**config.mk**
```make
export PLATFORM = sky130hd
export DESIGN_NAME = serial_rx_core
export DESIGN_NICKNAME = d
export VERILOG_FILES = /design/src/rtl/urx_pkg.sv /design/src/rtl/urx_baud.sv /design/src/rtl/urx_frame.sv /design/src/rtl/urx_fifo.sv /design/src/rtl/urx_timeout.sv /design/src/rtl/serial_rx_core.sv
export SDC_FILE = /design/constraint.sdc
export NUM_CORES = 1
export LEC_CHECK = 0
export BUFFER_PORTS_ARGS = -buffer_cell sky130_fd_sc_hd__buf_2
export CAP_MARGIN = 20
export CORE_MARGIN = 5
export CORE_UTILIZATION = 57
export CTS_CLUSTER_DIAMETER = 150
export DETAILED_ROUTE_END_ITERATION = 8
export HOLD_SLACK_MARGIN = 0.03
export PLACE_DENSITY = 0.83
export SYNTH_ARGS = -nofsm -noshare
export SYNTH_HDL_FRONTEND = slang
export SYNTH_SLANG_ARGS = --single-unit
```
**constraint.sdc**
```tcl
create_clock -name clk_i -period 6.4 [get_ports clk_i]
set_clock_uncertainty 0.2 [all_clocks]
set_input_delay 0.96 -clock clk_i [delete_from_list [all_inputs] [get_ports clk_i]]
set_output_delay 0.96 -clock clk_i [all_outputs]
set_load 0.05 [all_outputs]
```
**src/rtl/urx_pkg.sv**
```systemverilog
`timescale 1ns/1ps
package urx_pkg;

    typedef enum logic [1:0] {
        PAR_NONE = 2'd0,
        PAR_ODD  = 2'd1,
        PAR_EVEN = 2'd2,
        PAR_OFF  = 2'd3
    } par_mode_e;

    typedef enum logic [2:0] {
        S_IDLE,
        S_START,
        S_DATA,
        S_PAR,
        S_STOP,
        S_STOP2,
        S_WAITHI
    } rx_state_e;

    typedef struct packed {
        logic       brk;
        logic       frm;
        logic       par;
        logic [7:0] data;
    } rx_entry_t;

    localparam int unsigned OVERSAMPLE = 16;
    localparam int unsigned TOUT_CHARS = 4;

    function automatic logic [3:0] data_bits(input logic [1:0] sel);
        return 4'd5 + {2'b00, sel};
    endfunction

    function automatic logic parity_on(input par_mode_e pm);
        return (pm == PAR_ODD) || (pm == PAR_EVEN);
    endfunction

    function automatic logic [3:0] frame_bits(input logic [1:0] sel,
                                              input par_mode_e pm,
                                              input logic      two_stop);
        return 4'd2 + data_bits(sel) + {3'b000, parity_on(pm)} + {3'b000, two_stop};
    endfunction

    function automatic int unsigned thr_level(input logic [1:0] sel);
        case (sel)
            2'd0:    return 1;
            2'd1:    return 4;
            2'd2:    return 8;
            default: return 14;
        endcase
    endfunction

endpackage

```
**src/rtl/urx_baud.sv**
```systemverilog
`timescale 1ns/1ps
module urx_baud #(
    parameter int DIV_W = 16
) (
    input  logic             clk_i,
    input  logic             rst_i,
    input  logic [DIV_W-1:0] div_i,
    output logic             tick_o
);
    localparam int CW = DIV_W + 1;

    logic [CW-1:0] cnt_q;
    logic [CW-1:0] last;

    assign last   = {1'b0, div_i} + CW'(1);
    assign tick_o = (cnt_q >= last);

    always_ff @(posedge clk_i) begin
        if (rst_i)       cnt_q <= '0;
        else if (tick_o) cnt_q <= '0;
        else             cnt_q <= cnt_q + CW'(1);
    end
endmodule

```
**src/rtl/urx_frame.sv**
```systemverilog
`timescale 1ns/1ps
module urx_frame
    import urx_pkg::*;
(
    input  logic      clk_i,
    input  logic      rst_i,
    input  logic      rx_i,
    input  logic      tick_i,
    input  logic [1:0] len_sel_i,
    input  logic [1:0] par_sel_i,
    input  logic      stop2_i,
    output logic      wr_o,
    output rx_entry_t wr_entry_o
);
    localparam logic [3:0] MID_SMP = 4'(OVERSAMPLE / 2 - 1);
    localparam logic [3:0] END_SMP = 4'(OVERSAMPLE - 1);

    logic [1:0] sync_q;
    logic       rx_s;
    rx_state_e  state_q;
    logic [3:0] scnt_q;
    logic [3:0] bcnt_q;
    logic [7:0] shreg_q;
    logic       pbit_q;
    logic       stop1_q;

    par_mode_e  pm;
    logic [3:0] nbits;
    logic       centre;
    logic       stop_v;
    rx_entry_t  entry;

    assign rx_s   = sync_q[1];
    assign pm     = par_mode_e'(par_sel_i);
    assign nbits  = data_bits(len_sel_i);
    assign centre = tick_i && (scnt_q == END_SMP);
    assign stop_v = (state_q == S_STOP) ? rx_s : stop1_q;

    always_comb begin
        entry.data = shreg_q;
        entry.frm  = !stop_v;
        entry.par  = parity_on(pm) && ((^shreg_q) ^ pbit_q ^ (pm == PAR_ODD));
        entry.brk  = (shreg_q == 8'd0) && !pbit_q && !stop_v;
    end

    always_ff @(posedge clk_i) begin
        if (rst_i) sync_q <= 2'b11;
        else       sync_q <= {sync_q[0], rx_i};
    end

    always_ff @(posedge clk_i) begin
        if (rst_i) begin
            state_q    <= S_IDLE;
            scnt_q     <= '0;
            bcnt_q     <= '0;
            shreg_q    <= '0;
            pbit_q     <= 1'b0;
            stop1_q    <= 1'b1;
            wr_o       <= 1'b0;
            wr_entry_o <= '0;
        end else begin
            wr_o <= 1'b0;
            if (tick_i && state_q != S_IDLE && state_q != S_WAITHI)
                scnt_q <= centre ? 4'd0 : scnt_q + 4'd1;
            case (state_q)
                S_IDLE: begin
                    if (!rx_s) begin
                        state_q <= S_START;
                        scnt_q  <= '0;
                    end
                end
                S_START: begin
                    if (tick_i && scnt_q == MID_SMP) begin
                        scnt_q <= '0;
                        if (!rx_s) begin
                            state_q <= S_DATA;
                            bcnt_q  <= '0;
                            shreg_q <= '0;
                            pbit_q  <= 1'b0;
                        end else begin
                            state_q <= S_IDLE;
                        end
                    end
                end
                S_DATA: begin
                    if (centre) begin
                        shreg_q[bcnt_q[2:0]] <= rx_s;
                        if (bcnt_q == nbits - 4'd1)
                            state_q <= parity_on(pm) ? S_PAR : S_STOP;
                        else
                            bcnt_q <= bcnt_q + 4'd1;
                    end
                end
                S_PAR: begin
                    if (centre) begin
                        pbit_q  <= rx_s;
                        state_q <= S_STOP;
                    end
                end
                S_STOP: begin
                    if (centre) begin
                        stop1_q <= rx_s;
                        if (stop2_i) begin
                            state_q <= S_STOP2;
                        end else begin
                            wr_o       <= 1'b1;
                            wr_entry_o <= entry;
                            state_q    <= rx_s ? S_IDLE : S_WAITHI;
                        end
                    end
                end
                S_STOP2: begin
                    if (centre) begin
                        wr_o       <= 1'b1;
                        wr_entry_o <= entry;
                        state_q    <= rx_s ? S_IDLE : S_WAITHI;
                    end
                end
                S_WAITHI: begin
                    if (rx_s) state_q <= S_IDLE;
                end
                default: state_q <= S_IDLE;
            endcase
        end
    end
endmodule

```
**src/rtl/urx_fifo.sv**
```systemverilog
`timescale 1ns/1ps
module urx_fifo
    import urx_pkg::*;
#(
    parameter int DEPTH = 16,
    parameter int AW    = $clog2(DEPTH),
    parameter int LVL_W = $clog2(DEPTH + 1)
) (
    input  logic             clk_i,
    input  logic             rst_i,
    input  logic             wr_i,
    input  rx_entry_t        wr_entry_i,
    input  logic             rd_i,
    output rx_entry_t        head_o,
    output logic [LVL_W-1:0] level_o,
    output logic             overrun_o
);
    rx_entry_t        mem_q [DEPTH];
    logic [AW-1:0]    wptr_q, rptr_q;
    logic [LVL_W-1:0] cnt_q;
    logic             full, empty, do_rd, do_wr, ovr_set;

    assign full    = (cnt_q == LVL_W'(DEPTH));
    assign empty   = (cnt_q == '0);
    assign do_rd   = rd_i && !empty;
    assign do_wr   = wr_i && (!full || do_rd);
    assign ovr_set = wr_i && full && !do_rd;

    assign head_o  = mem_q[rptr_q];
    assign level_o = cnt_q;

    function automatic logic [AW-1:0] bump(input logic [AW-1:0] p);
        return (p == AW'(DEPTH - 1)) ? '0 : p + AW'(1);
    endfunction

    always_ff @(posedge clk_i) begin
        if (do_wr) mem_q[wptr_q] <= wr_entry_i;
    end

    always_ff @(posedge clk_i) begin
        if (rst_i) begin
            wptr_q    <= '0;
            rptr_q    <= '0;
            cnt_q     <= '0;
            overrun_o <= 1'b0;
        end else begin
            if (do_wr) wptr_q <= bump(wptr_q);
            if (do_rd) rptr_q <= bump(rptr_q);
            case ({do_wr, do_rd})
                2'b10:   cnt_q <= cnt_q + LVL_W'(1);
                2'b01:   cnt_q <= cnt_q - LVL_W'(1);
                default: cnt_q <= cnt_q;
            endcase
            if (ovr_set)   overrun_o <= 1'b1;
            else if (rd_i) overrun_o <= 1'b0;
        end
    end
endmodule

```
**src/rtl/urx_timeout.sv**
```systemverilog
`timescale 1ns/1ps
module urx_timeout #(
    parameter int TO_W = 12
) (
    input  logic            clk_i,
    input  logic            rst_i,
    input  logic            tick_i,
    input  logic            nonempty_i,
    input  logic            activity_i,
    input  logic [TO_W-1:0] limit_i,
    output logic            tout_o
);
    logic [TO_W-1:0] cnt_q;

    assign tout_o = nonempty_i && (cnt_q >= limit_i);

    always_ff @(posedge clk_i) begin
        if (rst_i || activity_i || !nonempty_i) cnt_q <= '0;
        else if (tick_i && cnt_q < limit_i)     cnt_q <= cnt_q + TO_W'(1);
    end
endmodule

```
**src/rtl/serial_rx_core.sv**
```systemverilog
`timescale 1ns/1ps
module serial_rx_core
    import urx_pkg::*;
#(
    parameter int DIV_W = 16,
    parameter int DEPTH = 16,
    parameter int LVL_W = $clog2(DEPTH + 1)
) (
    input  logic             clk_i,
    input  logic             rst_i,
    input  logic             rx_i,
    input  logic [DIV_W-1:0] div_i,
    input  logic [1:0]       len_sel_i,
    input  logic [1:0]       par_sel_i,
    input  logic             stop2_i,
    input  logic [1:0]       thr_sel_i,
    input  logic             rd_i,
    output logic [7:0]       rd_data_o,
    output logic             rd_par_err_o,
    output logic             rd_frm_err_o,
    output logic             rd_brk_o,
    output logic [LVL_W-1:0] level_o,
    output logic             overrun_o,
    output logic             irq_thr_o,
    output logic             irq_tout_o,
    output logic             irq_line_o
);
    localparam int AW    = $clog2(DEPTH);
    localparam int TO_W  = 12;
    localparam int SHIFT = $clog2(OVERSAMPLE * TOUT_CHARS);

    logic       tick;
    logic       wr;
    rx_entry_t  wr_entry;
    rx_entry_t  head;
    logic       nonempty;
    logic [TO_W-1:0] tout_limit;

    urx_baud #(.DIV_W(DIV_W)) baud_i (
        .clk_i (clk_i),
        .rst_i (rst_i),
        .div_i (div_i),
        .tick_o(tick)
    );

    urx_frame frame_i (
        .clk_i     (clk_i),
        .rst_i     (rst_i),
        .rx_i      (rx_i),
        .tick_i    (tick),
        .len_sel_i (len_sel_i),
        .par_sel_i (par_sel_i),
        .stop2_i   (stop2_i),
        .wr_o      (wr),
        .wr_entry_o(wr_entry)
    );

    urx_fifo #(.DEPTH(DEPTH), .AW(AW), .LVL_W(LVL_W)) fifo_i (
        .clk_i     (clk_i),
        .rst_i     (rst_i),
        .wr_i      (wr),
        .wr_entry_i(wr_entry),
        .rd_i      (rd_i),
        .head_o    (head),
        .level_o   (level_o),
        .overrun_o (overrun_o)
    );

    assign nonempty   = (level_o != '0);
    assign tout_limit = TO_W'(frame_bits(len_sel_i, par_mode_e'(par_sel_i), stop2_i)) << SHIFT;

    urx_timeout #(.TO_W(TO_W)) tout_i (
        .clk_i     (clk_i),
        .rst_i     (rst_i),
        .tick_i    (tick),
        .nonempty_i(nonempty),
        .activity_i(wr || rd_i),
        .limit_i   (tout_limit),
        .tout_o    (irq_tout_o)
    );

    assign rd_data_o    = head.data;
    assign rd_par_err_o = head.par;
    assign rd_frm_err_o = head.frm;
    assign rd_brk_o     = head.brk;

    assign irq_thr_o  = (level_o >= LVL_W'(thr_level(thr_sel_i)));
    assign irq_line_o = overrun_o || (nonempty && (head.par || head.frm || head.brk));
endmodule

```
==> results of run 1 <==
[path summary, 6_finish.rpt]
kind                          start                 to  slack, ps  cells after the start
setup / recovery          flip-flop         irq_line_o       1540                      6
hold / removal    frame_i.sync_q[0]  frame_i.sync_q[1]        220                      1
setup reg to reg  fifo_i.level_o[1]  fifo_i.level_o[4]       3130                     13
hold reg to reg   frame_i.sync_q[0]  frame_i.sync_q[1]        220                      1
[synth_stat cells, types with 6 or more instances]
| cell | number | area (um^2) |
|---|---|---|
| o21ai_0 | 22 | 110 |
| nand3_1 | 25 | 125 |
| edfxtp_1 | 176 | 5290 |
| or2_2 | 7 | 43.8 |
| xnor2_1 | 25 | 219 |
| nor3_1 | 12 | 60.1 |
| nor2b_1 | 6 | 37.5 |
| nand4_1 | 13 | 81.3 |
| buf_2 | 10 | 50.1 |
| nand2_1 | 64 | 240 |
| a211oi_1 | 8 | 60.1 |
| and3_1 | 13 | 81.3 |
| mux2i_1 | 21 | 210 |
| o22ai_1 | 6 | 37.5 |
| inv_1 | 44 | 165 |
| clkbuf_1 | 23 | 86.3 |
| xor2_1 | 25 | 219 |
| ha_1 | 49 | 613 |
| a21oi_1 | 25 | 125 |
| nand2b_1 | 11 | 68.8 |
| nor2_1 | 87 | 327 |
| mux4_2 | 55 | 1240 |
| a31oi_1 | 7 | 43.8 |
| dfxtp_1 | 82 | 1640 |
[registers in the layout, summed over array words and instances, names as in the netlist, 2 cells and up, named ones only]
name                flops
baud_i.cnt_q           17
fifo_i.level_o          5
fifo_i.mem_q          176
fifo_i.rptr_q           4
fifo_i.wptr_q           4
frame_i.bcnt_q          4
frame_i.scnt_q          4
frame_i.shreg_q         8
frame_i.state_q         3
frame_i.sync_q          2
frame_i.wr_entry_o     11
tout_i.cnt_q           12
[metal layers]
layer	vias to the layer above	routed length [um]	global-route usage
li1	3450	-	-
met1	3635	9510	0.255
met2	231	12500	0.364
met3	36	1380	0.0353
met4	2	482	0.0404
met5	-	20	0
[layout make-up]
type                       instances  share of cell area
clock buffer                      41              0.0560
sequential                       258               0.519
clock inverter                     7             0.00928
inverter                          44              0.0124
timing repair buffer              64              0.0284
multi-input combinational        552               0.349
tap                              275              0.0258
[kinds of logic (layout without fill, tap and decap cells)]
group                    Yosys count  in the layout  share of synthesized area
AND/OR/NAND/NOR                  263            263                      0.106
AO/OA/AOI/OAI                    108            108                     0.0638
adder cells (fa/ha/maj)           51             51                     0.0547
flip-flops                       258            258                      0.580
buffers and inverters             88            156                     0.0327
XOR/XNOR                          52             52                     0.0394
multiplexers                      78             78                      0.124
[worst reg2reg max path, delay by kind of cell, from the launching register on]
| family | cells | cell delay, ps |
|---|---|---|
| DFF | 1 | 380 |
| adders and majority gates | 2 | 620 |
| AOI/OAI and AO/OA | 2 | 410 |
| and+or+nand+nor | 6 | 1150 |
| buffers and inverters | 2 | 200 |
| xor gates and xnor gates | 1 | 150 |
[per-stage QoR]
| stage | total power [uW] | cells | util | hold WS (ps) |
|---|---|---|---|---|
| after global routing | 3490 | 1241 | 0.641 | 261 |
| after detailed placement | 1880 | 1185 | 0.596 | 202 |
| after global placement | 1880 | 1185 | 0.596 | 203 |
| after CTS | 3400 | 1233 | 0.638 | 221 |
| after floorplan | 1860 | 898 | - | 189 |
| final | 3380 | 1241 | 0.641 | 216 |
[where the power goes]
part | total, uW | switching [uW] | internal (uW) | leakage, uW
sequential | 1770 | 5.05 | 1760 | 0.00248
combinational | 80.5 | 47.5 | 33.0 | 0.00180
clock | 1540 | 612 | 923 | 0.000421
==> impl_metrics.env, run 1 <==
export IMPL_status="completed"
export IMPL_globalplace_congestion=0.855
export IMPL_slew_headroom=0.275
export IMPL_pre_cts_ws_ps=1520
export IMPL_dieArea_mm2=0.0240
export IMPL_final_cell_mix="176 x edfxtp_1, 87 x nor2_1, 80 x dfxtp_1"
export IMPL_synth_seq_cells=258
export IMPL_crit_top_cell="mux4_2"
export IMPL_wl_um=23900
export IMPL_finalMaxSlewViolations=0
export IMPL_cts_resized=0
export IMPL_ys_flop_type="edfxtp_1"
export IMPL_finalSetupViolCount=0
export IMPL_timing_setup_tns_ps=0
export IMPL_rows=53
export IMPL_seqCellArea_mm2=0.00693
export IMPL_rsz0062_at_grt="no"
export IMPL_track_usage=0.201
export IMPL_post_cts_buffers=0
export IMPL_synth_warnings=0
export IMPL_cts_made_buffers=26
export IMPL_crit_type="flip-flop to primary output"
export IMPL_cts_root_buf="clkbuf_16"
export IMPL_multi_input_area_mm2=0.00466
export IMPL_grt_pass1_vias=7249
export IMPL_syn_avg_cell_area_um2=13.3
export IMPL_clkLatencyLatePin_ps=530
export IMPL_vias_per_cell=5.93
export IMPL_fin_crit_sh=0.759
export IMPL_drtPass1Iterations=7
export IMPL_drtIter0Drc=539
export IMPL_placed_area_mm2=0.0124
export IMPL_cap_violations=0
export IMPL_arrival_ps=3700
export IMPL_final_layout_size_suffix_gt1_frac=0.192
export IMPL_worst_path_max_delay_cell="dfxtp_2"
export IMPL_synth_edf_count=176
export IMPL_clkTransAtPathRegs_ps=60
export IMPL_wl_per_cell_um=19.3
export IMPL_nets=1024
export IMPL_ir_drop_mv=0.207
export IMPL_tightest_slew_ps=1080
export IMPL_p_per_area_mw_per_mm2=253
export IMPL_drc_errors=0
export IMPL_cpLargestDelayFamily="multiplexers"
export IMPL_ant_nets=0
export IMPL_grt_antenna_before_repair=1
export IMPL_ys_seq_area_frac=0.580
export IMPL_syn_nets=976
export IMPL_crit_path_start_kind="flip-flop"
export IMPL_crit_chain="buf_4 -> mux4_2 -> mux4_2 -> nor3_1 -> o21bai_1 -> buf_2"
export IMPL_synthDistinctLibCells=68
export IMPL_syn_area_mm2=0.0120
export IMPL_crit_path_end_kind="primary output"
export IMPL_final_area_mm2=0.0133
export IMPL_num_antenna_cells=0
export IMPL_leakage_uw=0.00471
export IMPL_io_buffer_count=46
export IMPL_min_period_ps=4860
export IMPL_initial_core_util=0.574
export IMPL_final_hold_viol_count=0
export IMPL_dr_total_vias=7354
export IMPL_die_w_um=155
export IMPL_num_io_pins=47
export IMPL_cts_tree="yes"
export IMPL_synth_async_reset_ratio=0
export IMPL_hp_class="flip-flop to flip-flop"
export IMPL_hold_buffers=0
export IMPL_fmax_mhz=206
export IMPL_grt_overflow_total=0
export IMPL_critPathMaxFanout=25
export IMPL_clk_path_buf_depth=3
export IMPL_post_route_worst_setup_slack_ps=1540
export IMPL_grt_max_degree=45
export IMPL_h_tree_depth=1
export IMPL_fp_dieH_um=155
export IMPL_worstPathRequired_ps=5240
export IMPL_grt_pass1_wl_um=38500
export IMPL_synthCells=898
export IMPL_hpwl_um=15800
export IMPL_final_common_cell="edfxtp_1"
export IMPL_num_fill_cells=1475
export IMPL_path_buf_inv=2
export IMPL_areaGrowthSynthToFinish_pct=11.7
export IMPL_core_mm2=0.0208
export IMPL_cts_sinks=258
export IMPL_cpPeakStageDelay_ps=940
Note: power is estimated with default switching activity, not from simulation.
==> inputs of run 2 (changes only) <==
--- a/config.mk
+++ b/config.mk
@@ -5,14 +5,15 @@
 export SDC_FILE = /design/constraint.sdc
 export NUM_CORES = 1
 export LEC_CHECK = 0
+export ABC_AREA = 1
 export BUFFER_PORTS_ARGS = -buffer_cell sky130_fd_sc_hd__buf_2
 export CAP_MARGIN = 20
 export CORE_MARGIN = 5
-export CORE_UTILIZATION = 57
+export CORE_UTILIZATION = 56
 export CTS_CLUSTER_DIAMETER = 150
 export DETAILED_ROUTE_END_ITERATION = 8
 export HOLD_SLACK_MARGIN = 0.03
-export PLACE_DENSITY = 0.83
+export PLACE_DENSITY = 0.85
 export SYNTH_ARGS = -nofsm -noshare
 export SYNTH_HDL_FRONTEND = slang
 export SYNTH_SLANG_ARGS = --single-unit
==> constraint.sdc (replaced) <==
create_clock -name clk_i -period 4.3 [get_ports clk_i]
set_clock_uncertainty 0.2 [all_clocks]
set_input_delay 0.645 -clock clk_i [delete_from_list [all_inputs] [get_ports clk_i]]
set_output_delay 0.645 -clock clk_i [all_outputs]
set_load 0.05 [all_outputs]
==> run 2 against run 1 <==
  * Count of clock-buffer cells in the layout fell by 5
  * Combinational power rose to 22 times the previous value
  * Sequential power rose by 60%
  * Area after synthesis rose by 0.57%
  * Die area rose by 2.2%
  * Wire length rose by 11%
  * Synthesized cell count rose by 31%
  * Highest routed layer is now met4
==> impl_metrics.env, run 2 <==
export IMPL_dr_total_vias=8779
export IMPL_wl_um=26400
export IMPL_ys_seq_area_frac=0.576
export IMPL_fp_dieH_um=156
export IMPL_cts_made_buffers=25
export IMPL_post_cts_buffers=0
export IMPL_track_usage=0.218
export IMPL_leakage_uw=0.00539
export IMPL_reg_top3="fifo_i.mem_q: 176 flops, baud_i.cnt_q: 17 flops, tout_i.cnt_q: 12 flops"
export IMPL_wl_per_cell_um=17.3
export IMPL_worst_path_max_delay_cell="dfxtp_4"
export IMPL_syn_area_mm2=0.0120
export IMPL_drtPass1Iterations=7
export IMPL_cts_resized=0
export IMPL_grt_pass1_wl_um=42800
export IMPL_initial_core_util=0.570
export IMPL_fin_crit_sh=0.957
export IMPL_seqCellArea_mm2=0.00693
export IMPL_tightest_slew_ps=823
export IMPL_globalplace_congestion=0.912
export IMPL_r2r_cells=16
export IMPL_yosysTopAreaCell="edfxtp_1"
export IMPL_nets=1311
export IMPL_synth_edf_count=176
export IMPL_finalMaxSlewViolations=0
export IMPL_cts_tree="yes"
export IMPL_vias_per_cell=5.75
export IMPL_grt_pass1_vias=8656
export IMPL_finalSetupViolCount=0
export IMPL_die_w_um=156
export IMPL_hold_buffers=0
export IMPL_rsz0062_at_grt="no"
export IMPL_num_io_pins=47
export IMPL_arrival_ps=3270
export IMPL_cts_sinks=258
export IMPL_crit_top_cell="nor2_1"
export IMPL_reg2reg_to="fifo_i.level_o[4]"
export IMPL_min_period_ps=4110
export IMPL_num_antenna_cells=0
export IMPL_synthCells=1177
export IMPL_rrSetupSlack_ps=1140
export IMPL_rows=53
export IMPL_fin_cells=1527
export IMPL_synth_async_reset_ratio=0
export IMPL_final_hold_viol_count=0
export IMPL_status="completed"
export IMPL_grt_antenna_before_repair=0
export IMPL_synth_seq_cells=258
export IMPL_final_cell_mix="176 x edfxtp_1, 164 x nor2_1, 136 x nand2_1"
export IMPL_final_area_mm2=0.0134
export IMPL_grt_overflow_total=0
export IMPL_critPathMaxFanout=43
export IMPL_hpwl_um=17100
export IMPL_crit_type="flip-flop to primary output"
export IMPL_num_fill_cells=1585
export IMPL_crit_end="irq_line_o"
export IMPL_final_common_cell="edfxtp_1"
export IMPL_largest_register="fifo_i.mem_q"
export IMPL_clkLatencyLatePin_ps=540
export IMPL_synthTopCellsByArea="edfxtp_1 44%, dfxtp_1 14%, nor2_1 5.1%, ha_1 5.1%, nand2_1 4.2%"
export IMPL_placed_area_mm2=0.0126
export IMPL_dp_cells=1481
export IMPL_largest_reg_flops=176
export IMPL_final_layout_size_suffix_gt1_frac=0.113
export IMPL_worstPathRequired_ps=3450
export IMPL_clk_path_buf_depth=3
export IMPL_ir_drop_mv=0.406
export IMPL_dieArea_mm2=0.0245
export IMPL_crit_path_start_kind="flip-flop"
export IMPL_drtIter0Drc=721
export IMPL_io_buffer_count=46
export IMPL_synth_warnings=0
export IMPL_pre_cts_ws_ps=185
export IMPL_cts_root_buf="clkbuf_16"
export IMPL_fmax_mhz=243
export IMPL_crit_path_end_kind="primary output"
export IMPL_p_per_area_mw_per_mm2=505
export IMPL_cap_violations=0
export IMPL_drc_errors=0
export IMPL_areaGrowthSynthToFinish_pct=11.7
export IMPL_min_from="rx_i"
export IMPL_grt_max_degree=44
export IMPL_clkTransAtPathRegs_ps=60
export IMPL_h_tree_depth=1
export IMPL_synth_most_common_cell="edfxtp_1"
export IMPL_syn_avg_cell_area_um2=10.2
export IMPL_crit_chain="inv_2 -> nor2_1 -> nor2_1 -> o21ai_0 -> o211ai_1 -> nand3_1 -> nand2_1 -> nor3_1 -> o21bai_1 -> buf_2"
export IMPL_ys_flop_type="edfxtp_1"
export IMPL_slew_headroom=0.451
export IMPL_ant_nets=0
export IMPL_syn_nets=1255
export IMPL_synthDistinctLibCells=53
export IMPL_hp_class="input pin to flip-flop"
export IMPL_post_route_worst_setup_slack_ps=187
export IMPL_reg2reg_from="fifo_i.level_o[1]"
export IMPL_timing_setup_tns_ps=0
export IMPL_cpPeakStageDelay_ps=580
export IMPL_synthTopCellsByCount="176 x edfxtp_1, 164 x nor2_1, 136 x nand2_1, 98 x inv_1, 82 x dfxtp_1"
export IMPL_multi_input_area_mm2=0.00449
export IMPL_core_mm2=0.0211
export IMPL_synth_top_cell_area_share=0.440
[run 2: cell types whose count changed in the layout (fill, tap and decap cells not counted), moves of 15 or more]
cell,change
nand3_1,+26
a21oi_1,+35
nand2_1,+72
o221ai_1,+30
inv_1,+54
nor2_1,+77
o21ai_1,+15
nor3_1,+15
mux4_2,-55
o21ai_0,+54
[run 2: metrics by stage]
stage          utilization  power [uW]  hold slack (ps)
2_1_floorplan            -        4220              189
3_3_place_gp         0.598        4560              200
3_5_place_dp         0.598        4620              199
4_1_cts              0.637        6800             83.4
5_1_grt              0.637        7130              106
6_report             0.637        6780              104
[run 2: cell families (layout without fill, tap and decap cells)]
| logic type | Yosys count | in the layout | share of synthesized area |
|---|---|---|---|
| buffers and inverters | 153 | 228 | 0.0505 |
| and+or+nand+nor | 423 | 423 | 0.154 |
| adders and majority gates | 51 | 51 | 0.0543 |
| xor gates and xnor gates | 40 | 40 | 0.0292 |
| muxes | 30 | 30 | 0.0250 |
| DFF | 258 | 258 | 0.576 |
| AOI/OAI and AO/OA | 222 | 222 | 0.111 |
[run 2: final cells by class]
class / count / area share
Timing Repair Buffer: 74 / 0.0328
Multi-Input combinational cell: 766 / 0.334
Tap cell: 275 / 0.0256
Inverter: 108 / 0.0302
Clock inverter: 10 / 0.0105
Clock buffer: 36 / 0.0504
Sequential cell: 258 / 0.516
[run 2: worst min-delay path by stage]
| stage | to | slack (ps) | cells after the start |
|---|---|---|---|
| 6_report | frame_i.sync_q[0] | 100 | 2 |
| 3_3_place_gp | frame_i.sync_q[1] | 200 | 1 |
| 2_1_floorplan | frame_i.sync_q[1] | 190 | 1 |
| 5_1_grt | frame_i.sync_q[0] | 110 | 2 |
| 4_1_cts | frame_i.sync_q[0] | 80 | 2 |
| 3_5_place_dp | frame_i.sync_q[1] | 200 | 1 |
[run 2: critical path, delay by kind of cell (launching register included)]
kind	cells	cell delay, ps
buffers and inverters	2	660
AO/OA/AOI/OAI	3	470
AND/OR/NAND/NOR	5	1010
flip-flops	1	580
[run 2: layer usage]
layer,global-route usage,part of all wire,routed length [um]
met4,0.0628,0.029,774
met2,0.386,0.50,13200
met1,0.281,0.39,10200
met5,0,0,0
met3,0.0288,0.085,2240
[run 2: power breakdown]
part / internal, uW / total, uW / switching, uW
combinational: 547 / 1760 / 1210
clock: 1280 / 2180 / 901
sequential: 2690 / 2840 / 156
